[config.mk]
export PLATFORM = sky130hd
export DESIGN_NAME = pirq_steer_router
export DESIGN_NICKNAME = d
export VERILOG_FILES = /design/src/rtl/pirq_pkg.sv /design/src/rtl/pirq_route_regs.sv /design/src/rtl/pirq_route_net.sv /design/src/rtl/pirq_steer_router.sv
export SDC_FILE = /design/constraint.sdc
export NUM_CORES = 1
export LEC_CHECK = 0
export BUFFER_PORTS_ARGS = -buffer_cell sky130_fd_sc_hd__buf_4
export CAP_MARGIN = 20
export CORE_ASPECT_RATIO = 0.9
export CORE_MARGIN = 2
export CORE_UTILIZATION = 49
export CTS_BUF_LIST = sky130_fd_sc_hd__clkbuf_8
export DETAILED_ROUTE_END_ITERATION = 10
export GPL_ROUTABILITY_DRIVEN = 0
export MAX_ROUTING_LAYER = met4
export PLACE_DENSITY = 0.77
export SKIP_CTS_REPAIR_TIMING = 1
export SYNTH_ARGS = -nofsm -noshare
export SYNTH_HDL_FRONTEND = slang
export SYNTH_SLANG_ARGS = --single-unit
[constraint.sdc]
create_clock -name clk -period 3.3 [get_ports clk]
set_input_delay 0.33 -clock clk [delete_from_list [all_inputs] [get_ports clk]]
set_output_delay 0.33 -clock clk [all_outputs]
set_load 0.005 [all_outputs]
[src/rtl/pirq_pkg.sv]
package pirq_pkg;
  localparam int unsigned ROUTE_IRQ_W = 4;
  localparam logic [7:0] ROUTE_WMASK = 8'h8F;
  localparam logic [7:0] ROUTE_RESET = 8'h80;

  typedef struct packed {
    logic                   off;
    logic [ROUTE_IRQ_W-1:0] irq;
  } route_t;

  function automatic route_t byte_to_route(input logic [7:0] b);
    route_t r;
    r.off = b[7];
    r.irq = b[ROUTE_IRQ_W-1:0];
    return r;
  endfunction
endpackage

[src/rtl/pirq_route_regs.sv]
module pirq_route_regs
  import pirq_pkg::*;
#(
  parameter int unsigned NUM_PIRQ      = 4,
  parameter int unsigned ADDR_W        = 8,
  parameter logic [7:0]  BASE_ADDR     = 8'h60,
  parameter bit          STEER_PRESENT = 1'b1
) (
  input  logic                       clk,
  input  logic                       rst_n,
  input  logic                       wr_en,
  input  logic [ADDR_W-1:0]          wr_addr,
  input  logic [7:0]                 wr_data,
  input  logic [ADDR_W-1:0]          rd_addr,
  output logic [7:0]                 rd_data,
  output route_t [NUM_PIRQ-1:0]      routes
);
  localparam logic [ADDR_W-1:0] BASE = ADDR_W'(BASE_ADDR);

  logic [ADDR_W-1:0] wr_off, rd_off;
  assign wr_off = wr_addr - BASE;
  assign rd_off = rd_addr - BASE;

  generate
    if (STEER_PRESENT) begin : g_full
      logic [NUM_PIRQ-1:0][7:0] entry;
      logic [7:0]               rd_next;

      for (genvar i = 0; i < NUM_PIRQ; i++) begin : g_entry
        logic hit_w;
        assign hit_w = wr_en && (wr_off == ADDR_W'(i));

        always_ff @(posedge clk) begin
          if (!rst_n)      entry[i] <= ROUTE_RESET;
          else if (hit_w)  entry[i] <= wr_data & ROUTE_WMASK;
        end

        assign routes[i] = byte_to_route(entry[i]);

        // a captured write lands masked in its own entry
        a_r9_write_lands: assert property (@(posedge clk) disable iff (!rst_n)
          (wr_en && wr_addr == BASE + ADDR_W'(i)) |=> (entry[i] == ($past(wr_data) & 8'h8F)));
        // writes aimed elsewhere leave this entry alone
        a_r3_foreign_write_holds: assert property (@(posedge clk) disable iff (!rst_n)
          (!wr_en || wr_addr != BASE + ADDR_W'(i)) |=> $stable(entry[i]));
        // first active cycle shows the reset value
        a_r1_reset_value: assert property (@(posedge clk) disable iff (!rst_n)
          $rose(rst_n) |-> (entry[i] == 8'h80));
      end

      always_comb begin
        rd_next = 8'h00;
        for (int i = 0; i < NUM_PIRQ; i++)
          if (rd_off == ADDR_W'(i)) rd_next = entry[i];
      end

      always_ff @(posedge clk) begin
        if (!rst_n) rd_data <= 8'h00;
        else        rd_data <= rd_next;
      end
    end else begin : g_lite
      for (genvar i = 0; i < NUM_PIRQ; i++) begin : g_tie
        assign routes[i] = byte_to_route(ROUTE_RESET);
      end
      always_ff @(posedge clk) begin
        rd_data <= 8'h00;
      end
    end
  endgenerate

  // reserved bits never appear on the read port
  a_r2_rsvd_zero: assert property (@(posedge clk) disable iff (!rst_n)
    rd_data[6:4] == 3'b000);
endmodule

[src/rtl/pirq_route_net.sv]
module pirq_route_net
  import pirq_pkg::*;
#(
  parameter int unsigned NUM_PIRQ = 4,
  parameter int unsigned NUM_IRQ  = 16
) (
  input  logic                  clk,
  input  logic                  rst_n,
  input  route_t [NUM_PIRQ-1:0] routes,
  input  logic [NUM_PIRQ-1:0]   pirq_in,
  output logic [NUM_IRQ-1:0]    irq_out
);
  logic [NUM_PIRQ-1:0] live;

  for (genvar i = 0; i < NUM_PIRQ; i++) begin : g_live
    assign live[i] = pirq_in[i] & ~routes[i].off;
  end

  for (genvar k = 0; k < NUM_IRQ; k++) begin : g_irq
    always_comb begin
      irq_out[k] = 1'b0;
      for (int i = 0; i < NUM_PIRQ; i++)
        if (live[i] && (int'(routes[i].irq) == k)) irq_out[k] = 1'b1;
    end
  end

  // never more IRQ lines raised than live enabled PCI lines
  a_r4_no_stray_irq: assert property (@(posedge clk) disable iff (!rst_n)
    $countones(irq_out) <= $countones(live));
  // nothing live means nothing out
  a_r4_idle_quiet: assert property (@(posedge clk) disable iff (!rst_n)
    (live == '0) |-> (irq_out == '0));
endmodule

[src/rtl/pirq_steer_router.sv]
module pirq_steer_router
  import pirq_pkg::*;
#(
  parameter int unsigned NUM_PIRQ      = 4,
  parameter int unsigned NUM_IRQ       = 16,
  parameter int unsigned ADDR_W        = 8,
  parameter logic [7:0]  BASE_ADDR     = 8'h60,
  parameter bit          STEER_PRESENT = 1'b1
) (
  input  logic                clk,
  input  logic                rst_n,
  input  logic                cfg_we,
  input  logic [ADDR_W-1:0]   cfg_waddr,
  input  logic [7:0]          cfg_wdata,
  input  logic [ADDR_W-1:0]   cfg_raddr,
  output logic [7:0]          rd_data,
  input  logic [NUM_PIRQ-1:0] pci_int,
  output logic [NUM_IRQ-1:0]  irq_out
);
  route_t [NUM_PIRQ-1:0] routes;

  pirq_route_regs #(
    .NUM_PIRQ(NUM_PIRQ), .ADDR_W(ADDR_W),
    .BASE_ADDR(BASE_ADDR), .STEER_PRESENT(STEER_PRESENT)
  ) u_regs (
    .clk(clk), .rst_n(rst_n),
    .wr_en(cfg_we), .wr_addr(cfg_waddr), .wr_data(cfg_wdata),
    .rd_addr(cfg_raddr), .rd_data(rd_data),
    .routes(routes)
  );

  pirq_route_net #(
    .NUM_PIRQ(NUM_PIRQ), .NUM_IRQ(NUM_IRQ)
  ) u_net (
    .clk(clk), .rst_n(rst_n),
    .routes(routes), .pirq_in(pci_int), .irq_out(irq_out)
  );

  if (!STEER_PRESENT) begin : g_lite_chk
    // reduced build stays silent and reads zero
    a_r8_lite_quiet: assert property (@(posedge clk) disable iff (!rst_n)
      (irq_out == '0) && (rd_data == 8'h00));
  end
endmodule

==> results.json, run 1 <==
{
  "status": "finished clean",
  "nFillCells": 313,
  "via_count": 1859,
  "fin_crit_ns": 2.148,
  "postPlaceCellArea_um2": 2160,
  "wire_per_inst_um": 16.57,
  "io-pin-count": 55,
  "finalNetCount": 283,
  "synthCells": 211,
  "arrival_ns": 1.82,
  "async_reset_ff_share_pct": 0,
  "root_buffer": "clkbuf_8",
  "grt-ovfl-total": 0,
  "avgSynthCellArea_um2": 8.616,
  "clk_pin_slew_ns": 0.09,
  "hp-class": "in -> reg",
  "regArea_um2": 500.5,
  "vdd_ir_drop_max_mv": 0.2018,
  "worst_slew_pin_slew_ns": 0.7914,
  "antenna_left": 0,
  "synth.cell_area_um2": 1818,
  "drv_slew": 0,
  "numCtsBuffers": 3,
  "synth-edff-count": 0,
  "die_height_um": 61.79,
  "synth-seq-cells": 25,
  "design.die.area_um2": 4214,
  "drive_gt1_share_pct": 26.10,
  "area_growth_pct": 21.54,
  "insertion_delay_ns": 0.27,
  "multi_input_area_um2": 1232,
  "cap_violations": 0,
  "grtUsageTotal_pct": 26.96,
  "hold_viol_final": 0,
  "synth_warnings": 0,
  "clk_path_buf_depth": 2,
  "fin_crit_sh_pct": 65.09,
  "leakage_uw": 0.0009785,
  "synthMostInstantiatedCell": "nand2_1",
  "initial_core_util_pct": 52.64,
  "drtIter0Drc": 179,
  "grt_pass1_wl_um": 8190,
  "antenna_found_initial": 0,
  "htreeDepth": 1,
  "num_antenna_cells": 0,
  "max_freq_mhz": 465.6,
  "setup_viol": 0,
  "fin_hold_ws_ns": 0.3466,
  "fin_area_um2": 2210,
  "critPathKind": "reg -> out",
  "synth_top_area_cell": "dfxtp_1",
  "dp_hpwl_um": 3601,
  "synth_common_cells": "31 x nand2_1, 25 x dfxtp_1, 20 x mux2i_1, 18 x a22oi_1, 16 x nor2b_1",
  "crit_fanout": 6,
  "cp-end-kind": "output port",
  "grt_pass1_vias": 1789,
  "grt_max_degree": 27,
  "cts_tree": "done",
  "power_density_nw_per_um2": 254.8,
  "fin_skew_ns": 0.003271,
  "rows": 20,
  "clock-sinks": 25,
  "crit_required_ns": 2.97,
  "viasPerCell": 6.345,
  "start_kind": "register",
  "yosysSeqAreaShare_pct": 27.53,
  "power.total_uw": 563.0,
  "yosys.cell_types.count": 37,
  "drc": 0,
  "synth_ff_type": "dfxtp_1",
  "finalWirelength_um": 4856,
  "synth_top_cell_area_share_pct": 27.53,
  "relSlewSlack_pct": 46.50,
  "die_w_um": 68.21,
  "coreArea_um2": 3453,
  "synthTopCellsByArea": "dfxtp_1 28%, mux2i_1 11%, a22oi_1 7.4%, nand2_1 6.4%, and4bb_2 5.5%",
  "finalSetupTns_ns": 0,
  "dr.pass1.iters": 5,
  "rsz0062_at_grt": "no",
  "io_buffer_count": 48
}
[power breakdown]
group	switching [µW]	total (µW)	internal, µW
combinational	32.1	66.6	34.5
clock	105	194	88.6
sequential	0.870	303	302
[per-stage QoR]
stage / utilization [%] / cells / setup slack (ns)
floorplan: - / 213 / 1.845
global placement: 62.54 / 289 / 1.489
detailed placement: 62.54 / 289 / 1.522
CTS: 63.99 / 293 / 1.241
global route: 63.99 / 293 / 1.034
finish: 63.99 / 293 / 1.152
[logic make-up after synthesis]
family | share of synthesized area [%]
buffers and inverters | 5.093
AND/OR/NAND/NOR | 37.03
other | 0.2063
XOR/XNOR | 0.9637
AO/OA/AOI/OAI | 16.79
adder cells (fa/ha/maj) | 1.376
multiplexers | 11.01
flip-flops | 27.53
[cell type report]
type                            count  share of cell area [%]
Clock buffer                        3                   1.869
Clock inverter                      1                  0.3964
Inverter                            3                  0.5096
Multi-Input combinational cell    169                   55.78
Sequential cell                    25                   22.65
Tap cell                           44                   2.492
Timing Repair Buffer               48                   16.31
[worst max-delay path: stages (launching register included)]
cell	delay [ns]
dfxtp_1	0.40
nor4b_1	0.69
a22oi_1	0.21
nand2_1	0.13
buf_4	0.11
[sequential cells by signal (all words and copies together), names as in the netlist]
register / flops
u_regs.routes: 20
u_regs.rd_data: 5
[layer usage]
metal | global-route usage [%] | part of all wire, %
met1 | 34.00 | 44
met2 | 42.02 | 46
met3 | 3.063 | 6.5
met4 | 15.71 | 3.6
met5 | - | 0
[layout by cell type, fill, tap and decap left out, types with 3 or more instances in the layout]
cell	netlist	layout
o221ai_1	6	6
a22oi_1	18	18
nor2b_1	16	16
inv_1	3	3
nand4_2	3	3
nor4b_1	5	5
and4bb_2	8	8
a211o_1	4	4
mux2i_1	20	20
nor2_1	5	5
nand2_1	31	31
conb_1	1	3
buf_4	3	48
nand4bb_1	3	3
nand4b_1	3	3
clkbuf_8	0	3
a32oi_1	4	4
nor3_1	8	8
nand3_1	13	13
dfxtp_1	25	25
[path summary, 6_finish.rpt]
kind	startpoint	endpoint	slack [ns]	depth (start not counted)
setup / recovery	u_regs.routes[2]	irq_out[2]	1.15	4
setup reg to reg	u_regs.routes[6]	u_regs.rd_data[1]	2.15	3
hold reg to reg	u_regs.routes[13]	u_regs.routes[13]	0.53	2
hold / removal	cfg_wdata[7]	u_regs.routes[4]	0.35	3
(Power assumes the default switching activity.)
==> run 2, diff against run 1 <==
--- a/config.mk
+++ b/config.mk
@@ -9,12 +9,12 @@
 export CAP_MARGIN = 20
 export CORE_ASPECT_RATIO = 0.9
 export CORE_MARGIN = 2
-export CORE_UTILIZATION = 49
+export CORE_UTILIZATION = 48
 export CTS_BUF_LIST = sky130_fd_sc_hd__clkbuf_8
 export DETAILED_ROUTE_END_ITERATION = 10
 export GPL_ROUTABILITY_DRIVEN = 0
 export MAX_ROUTING_LAYER = met4
-export PLACE_DENSITY = 0.77
+export PLACE_DENSITY = 0.78
 export SKIP_CTS_REPAIR_TIMING = 1
 export SYNTH_ARGS = -nofsm -noshare
 export SYNTH_HDL_FRONTEND = slang
==> constraint.sdc (replaced) <==
create_clock -name clk -period 1.9 [get_ports clk]
set_input_delay 0.19 -clock clk [delete_from_list [all_inputs] [get_ports clk]]
set_output_delay 0.19 -clock clk [all_outputs]
set_load 0.005 [all_outputs]
==> run 2 against run 1 <==
Compared with the run above: final area grew 2.4%; global-route usage shrank 2.9 points; wire length grew 0.12%; final cell count grew 3.1%; worst hold slack lost 0.13 ns; total power grew 69%; clock skew shrank 0.0024 ns; utilization shrank 2.5 points; clock power grew 59%; die area grew 2.0%; critical endpoint is now irq_out[12].
==> results.json, run 2 (synthesized netlist as in run 1, its figures left out) <==
{
  "leakage_uw": 0.001017,
  "rows": 21,
  "finalSetupTns_ns": 0,
  "finalWirelength_um": 4862,
  "grt_max_degree": 27,
  "final_cell_mix": "55 x buf_4, 31 x nand2_1, 24 x dfxtp_1",
  "finalNetCount": 290,
  "die_w_um": 68.87,
  "root_buffer": "clkbuf_8",
  "start_kind": "register",
  "vdd_ir_drop_max_mv": 0.3095,
  "rsz0062_at_grt": "no",
  "grtUsageTotal_pct": 24.07,
  "hold_viol_final": 0,
  "setup_viol": 0,
  "layout_commonest_cell": "buf_4",
  "numCtsBuffers": 3,
  "nFillCells": 361,
  "fin_crit_sh_pct": 92.86,
  "fin_hold_ws_ns": 0.2126,
  "fin_cells": 302,
  "critPathKind": "reg -> out",
  "cap_violations": 0,
  "fin_crit_ns": 1.764,
  "hp-class": "in -> reg",
  "htreeDepth": 1,
  "insertion_delay_ns": 0.26,
  "cp-end-kind": "output port",
  "wire_per_inst_um": 16.10,
  "coreArea_um2": 3679,
  "crit_fanout": 9,
  "drv_slew": 0,
  "crit_required_ns": 1.71,
  "fin_skew_ns": 0.0009189,
  "initial_core_util_pct": 49.42,
  "design.die.area_um2": 4296,
  "cts_tree": "done",
  "dr.pass1.iters": 4,
  "die_height_um": 62.39,
  "drive_gt1_share_pct": 28.52,
  "numPlacedInstances": 298,
  "status": "finished clean",
  "num_antenna_cells": 0,
  "drtIter0Drc": 118,
  "grt_pass1_wl_um": 7728,
  "clock-sinks": 25,
  "arrival_ns": 1.57,
  "grt-ovfl-total": 0,
  "dp_hpwl_um": 3659,
  "power_density_nw_per_um2": 419.6,
  "antenna_found_initial": 0,
  "area_growth_pct": 24.43,
  "grt_pass1_vias": 1602,
  "max_freq_mhz": 566.8,
  "largest_register_ffs": 20,
  "viasPerCell": 6.152,
  "drc": 0,
  "power.total_uw": 949.3,
  "io-pin-count": 55,
  "clk_path_buf_depth": 2,
  "antenna_left": 0,
  "io_buffer_count": 48,
  "clk_pin_slew_ns": 0.08,
  "via_count": 1858
}
==> run 2: cell types whose count changed in the layout (fill, tap and decap cells not counted), sizes merged <==
cell / before / now
buf: 48 / 55
inv: 4 / 3
clkinv: 0 / 1
==> run 2: final timing paths <==
| path | start | endpoint | slack, ns | cells past startpoint |
|---|---|---|---|---|
| max | u_regs.routes[4] | irq_out[12] | 0.14 | 4 |
| min | cfg_wdata[7] | u_regs.routes[9] | 0.21 | 3 |
| max reg2reg | u_regs.routes[5] | u_regs.rd_data[0] | 0.74 | 4 |
| min reg2reg | u_regs.routes[13] | u_regs.routes[13] | 0.54 | 2 |
==> run 2: worst max-delay path, stage by stage, from the launching register on <==
cell	delay [ns]
dfxtp_1	0.41
or4b_1	0.49
o32ai_1	0.15
a221o_1	0.16
buf_4	0.10
==> run 2: cell type report <==
| type | count | area [µm²] | share of cell area [%] |
|---|---|---|---|
| multi-input cells | 169 | 1232 | 54.48 |
| inverters | 3 | 11.26 | 0.4978 |
| clock inverters | 1 | 5.005 | 0.2212 |
| well taps | 46 | 57.56 | 2.544 |
| flip-flops and latches | 25 | 501.7 | 22.18 |
| clock buffers | 3 | 41.29 | 1.825 |
| repair buffers | 55 | 412.9 | 18.25 |
==> run 2: through the flow <==
stage | util [%] | instance area, µm² | setup WS, ns
after floorplan | - | 1826 | 0.5849
after CTS | 61.46 | 2261 | 0.04057
after global routing | 61.50 | 2262 | 0.03345
after global placement | 60.20 | 2215 | 0.3275
final | 61.50 | 2262 | 0.1356
after detailed placement | 60.20 | 2215 | 0.2619
==> run 2: layer usage <==
layer,vias up,GRT usage (%),wire length [µm]
met5,-,-,0
met4,0,9.069,118
met3,10,3.063,354
met2,74,34.74,2194
met1,874,34.08,2194
li1,900,-,-
==> run 2: power breakdown <==
group / switching (µW) / internal, µW
Combinational: 56.0 / 60.0
Clock: 161 / 146
Sequential: 1.28 / 524
==> run 3, diff against run 2 <==
--- a/config.mk
+++ b/config.mk
@@ -11,10 +11,12 @@
 export CORE_MARGIN = 2
 export CORE_UTILIZATION = 48
 export CTS_BUF_LIST = sky130_fd_sc_hd__clkbuf_8
+export CTS_CLUSTER_DIAMETER = 60
 export DETAILED_ROUTE_END_ITERATION = 10
 export GPL_ROUTABILITY_DRIVEN = 0
 export MAX_ROUTING_LAYER = met4
 export PLACE_DENSITY = 0.78
+export REMOVE_ABC_BUFFERS = 1
 export SKIP_CTS_REPAIR_TIMING = 1
 export SYNTH_ARGS = -nofsm -noshare
 export SYNTH_HDL_FRONTEND = slang
==> run 3 against run 2 <==
Compared with the run above: sequential share of layout area down 0.12 points; count of clock-buffer cells in the layout unchanged; maximum frequency down 0.66%; global-route usage down 0.13 points; final area up 0.28%; critical endpoint unchanged; wire length down 0.45%; non-clock buffer count up 1; largest power group unchanged; combinational power about the same; worst setup slack worse by 0.012 ns; die area unchanged; highest routed layer unchanged; utilization up 0.17 points.
==> results.json, run 3 (synthesized netlist as in run 1, its figures left out) <==
{
  "status": "finished clean",
  "via_count": 1842,
  "gr-max-usage-layer": "met2",
  "layout_commonest_cell": "buf_4",
  "final_cell_mix": "56 x buf_4, 31 x nand2_1, 25 x dfxtp_1",
  "numPlacedInstances": 299,
  "fin_crit_sh_pct": 93.48,
  "nFillCells": 347,
  "setup_slack_ns": 0.1239,
  "wire_per_inst_um": 15.97,
  "largest_register_ffs": 20,
  "fin_skew_ns": 0.002893,
  "num_antenna_cells": 0,
  "crit_required_ns": 1.71,
  "grtUsageTotal_pct": 23.94,
  "dr.pass1.iters": 5,
  "grt_util_met1_pct": 33.15,
  "min_from": "cfg_wdata[7]",
  "clock-sinks": 25,
  "grt_max_degree": 27,
  "design.die.area_um2": 4296,
  "crit_fanout": 9,
  "met2_usage_pct": 35.58,
  "root_buffer": "clkbuf_8",
  "antenna_found_initial": 0,
  "die_w_um": 68.87,
  "hp-class": "in -> reg",
  "critPathKind": "reg -> out",
  "fin_crit_ns": 1.776,
  "hold_viol_final": 0,
  "arrival_ns": 1.59,
  "drive_gt1_share_pct": 28.40,
  "grt_pass1_wl_um": 7790,
  "fin_cells": 303,
  "power_density_nw_per_um2": 419.1,
  "htreeDepth": 1,
  "setup_viol": 0,
  "clk_path_buf_depth": 2,
  "vdd_ir_drop_max_mv": 0.3492,
  "max_freq_mhz": 563.0,
  "grt_pass1_vias": 1664,
  "insertion_delay_ns": 0.27,
  "reg2reg_from": "u_regs.routes[6]",
  "startpoint": "u_regs.routes[4]",
  "drv_slew": 0,
  "finalWirelength_um": 4840,
  "coreArea_um2": 3679,
  "gr-usage-met3_pct": 1.802,
  "start_kind": "register",
  "rsz0062_at_grt": "no",
  "io_buffer_count": 48,
  "finalSetupTns_ns": 0,
  "rows": 21,
  "dp_hpwl_um": 3769,
  "io-pin-count": 55,
  "cts_tree": "done",
  "drtIter0Drc": 262,
  "cap_violations": 0,
  "grt-ovfl-total": 0,
  "initial_core_util_pct": 49.42,
  "leakage_uw": 0.001022,
  "cp-end-kind": "output port",
  "power.total_uw": 950.7,
  "finalNetCount": 291,
  "viasPerCell": 6.079,
  "area_growth_pct": 24.78,
  "drc": 0,
  "clk_pin_slew_ns": 0.08,
  "preCtsSetupSlack_ns": 0.2725,
  "antenna_left": 0,
  "numCtsBuffers": 3,
  "die_height_um": 62.39
}
[run 3: changes by cell type in the layout (fill, tap and decap cells not counted), sizes merged]
| cell | before | now |
|---|---|---|
| buf | 55 | 56 |
[run 3: area by class of cell]
type                       instances  area [µm²]  area share, %
timing repair buffer              56       420.4          18.53
clock inverter                     1       5.005         0.2206
multi-input combinational        169        1232          54.33
sequential                        25       500.5          22.06
clock buffer                       3       41.29          1.820
tap                               46       57.56          2.537
inverter                           3       11.26         0.4964
[run 3: metrics by stage]
step / area, µm² / hold slack, ns / util [%]
6_report: 2268 / 0.2166 / 61.67
3_5_place_dp: 2222 / 0.5009 / 60.41
3_3_place_gp: 2222 / 0.4977 / 60.41
2_1_floorplan: 1744 / 0.3278 / -
5_1_grt: 2268 / 0.2209 / 61.67
4_1_cts: 2268 / 0.2184 / 61.67
[run 3: power by group]
part	switching, µW	internal, µW	total (µW)
Sequential	1.24	524	526
Combinational	55.5	60.2	116
Clock	163	147	310
Total	220	731	951
[run 3: worst paths after layout]
kind                            slack (ns)  depth (start not counted)           endpoint
worst max-delay path                  0.12                          4        irq_out[12]
worst min register to register        0.53                          2  u_regs.routes[12]
worst min-delay path                  0.22                          3   u_regs.routes[4]
worst max register to register        0.74                          4  u_regs.rd_data[1]
[run 3: routing by layer]
| metal | routed length [µm] | share of wire (%) |
|---|---|---|
| met5 | 0 | 0 |
| met4 | 135 | 2.8 |
| met3 | 300 | 6.2 |
| met2 | 2162 | 45 |
| met1 | 2242 | 46 |
[run 3: worst max-delay path, stage by stage, from the launching register on]
cell	delay [ns]
dfxtp_1	0.41
or4b_1	0.50
o32ai_1	0.15
a221o_1	0.15
buf_4	0.10
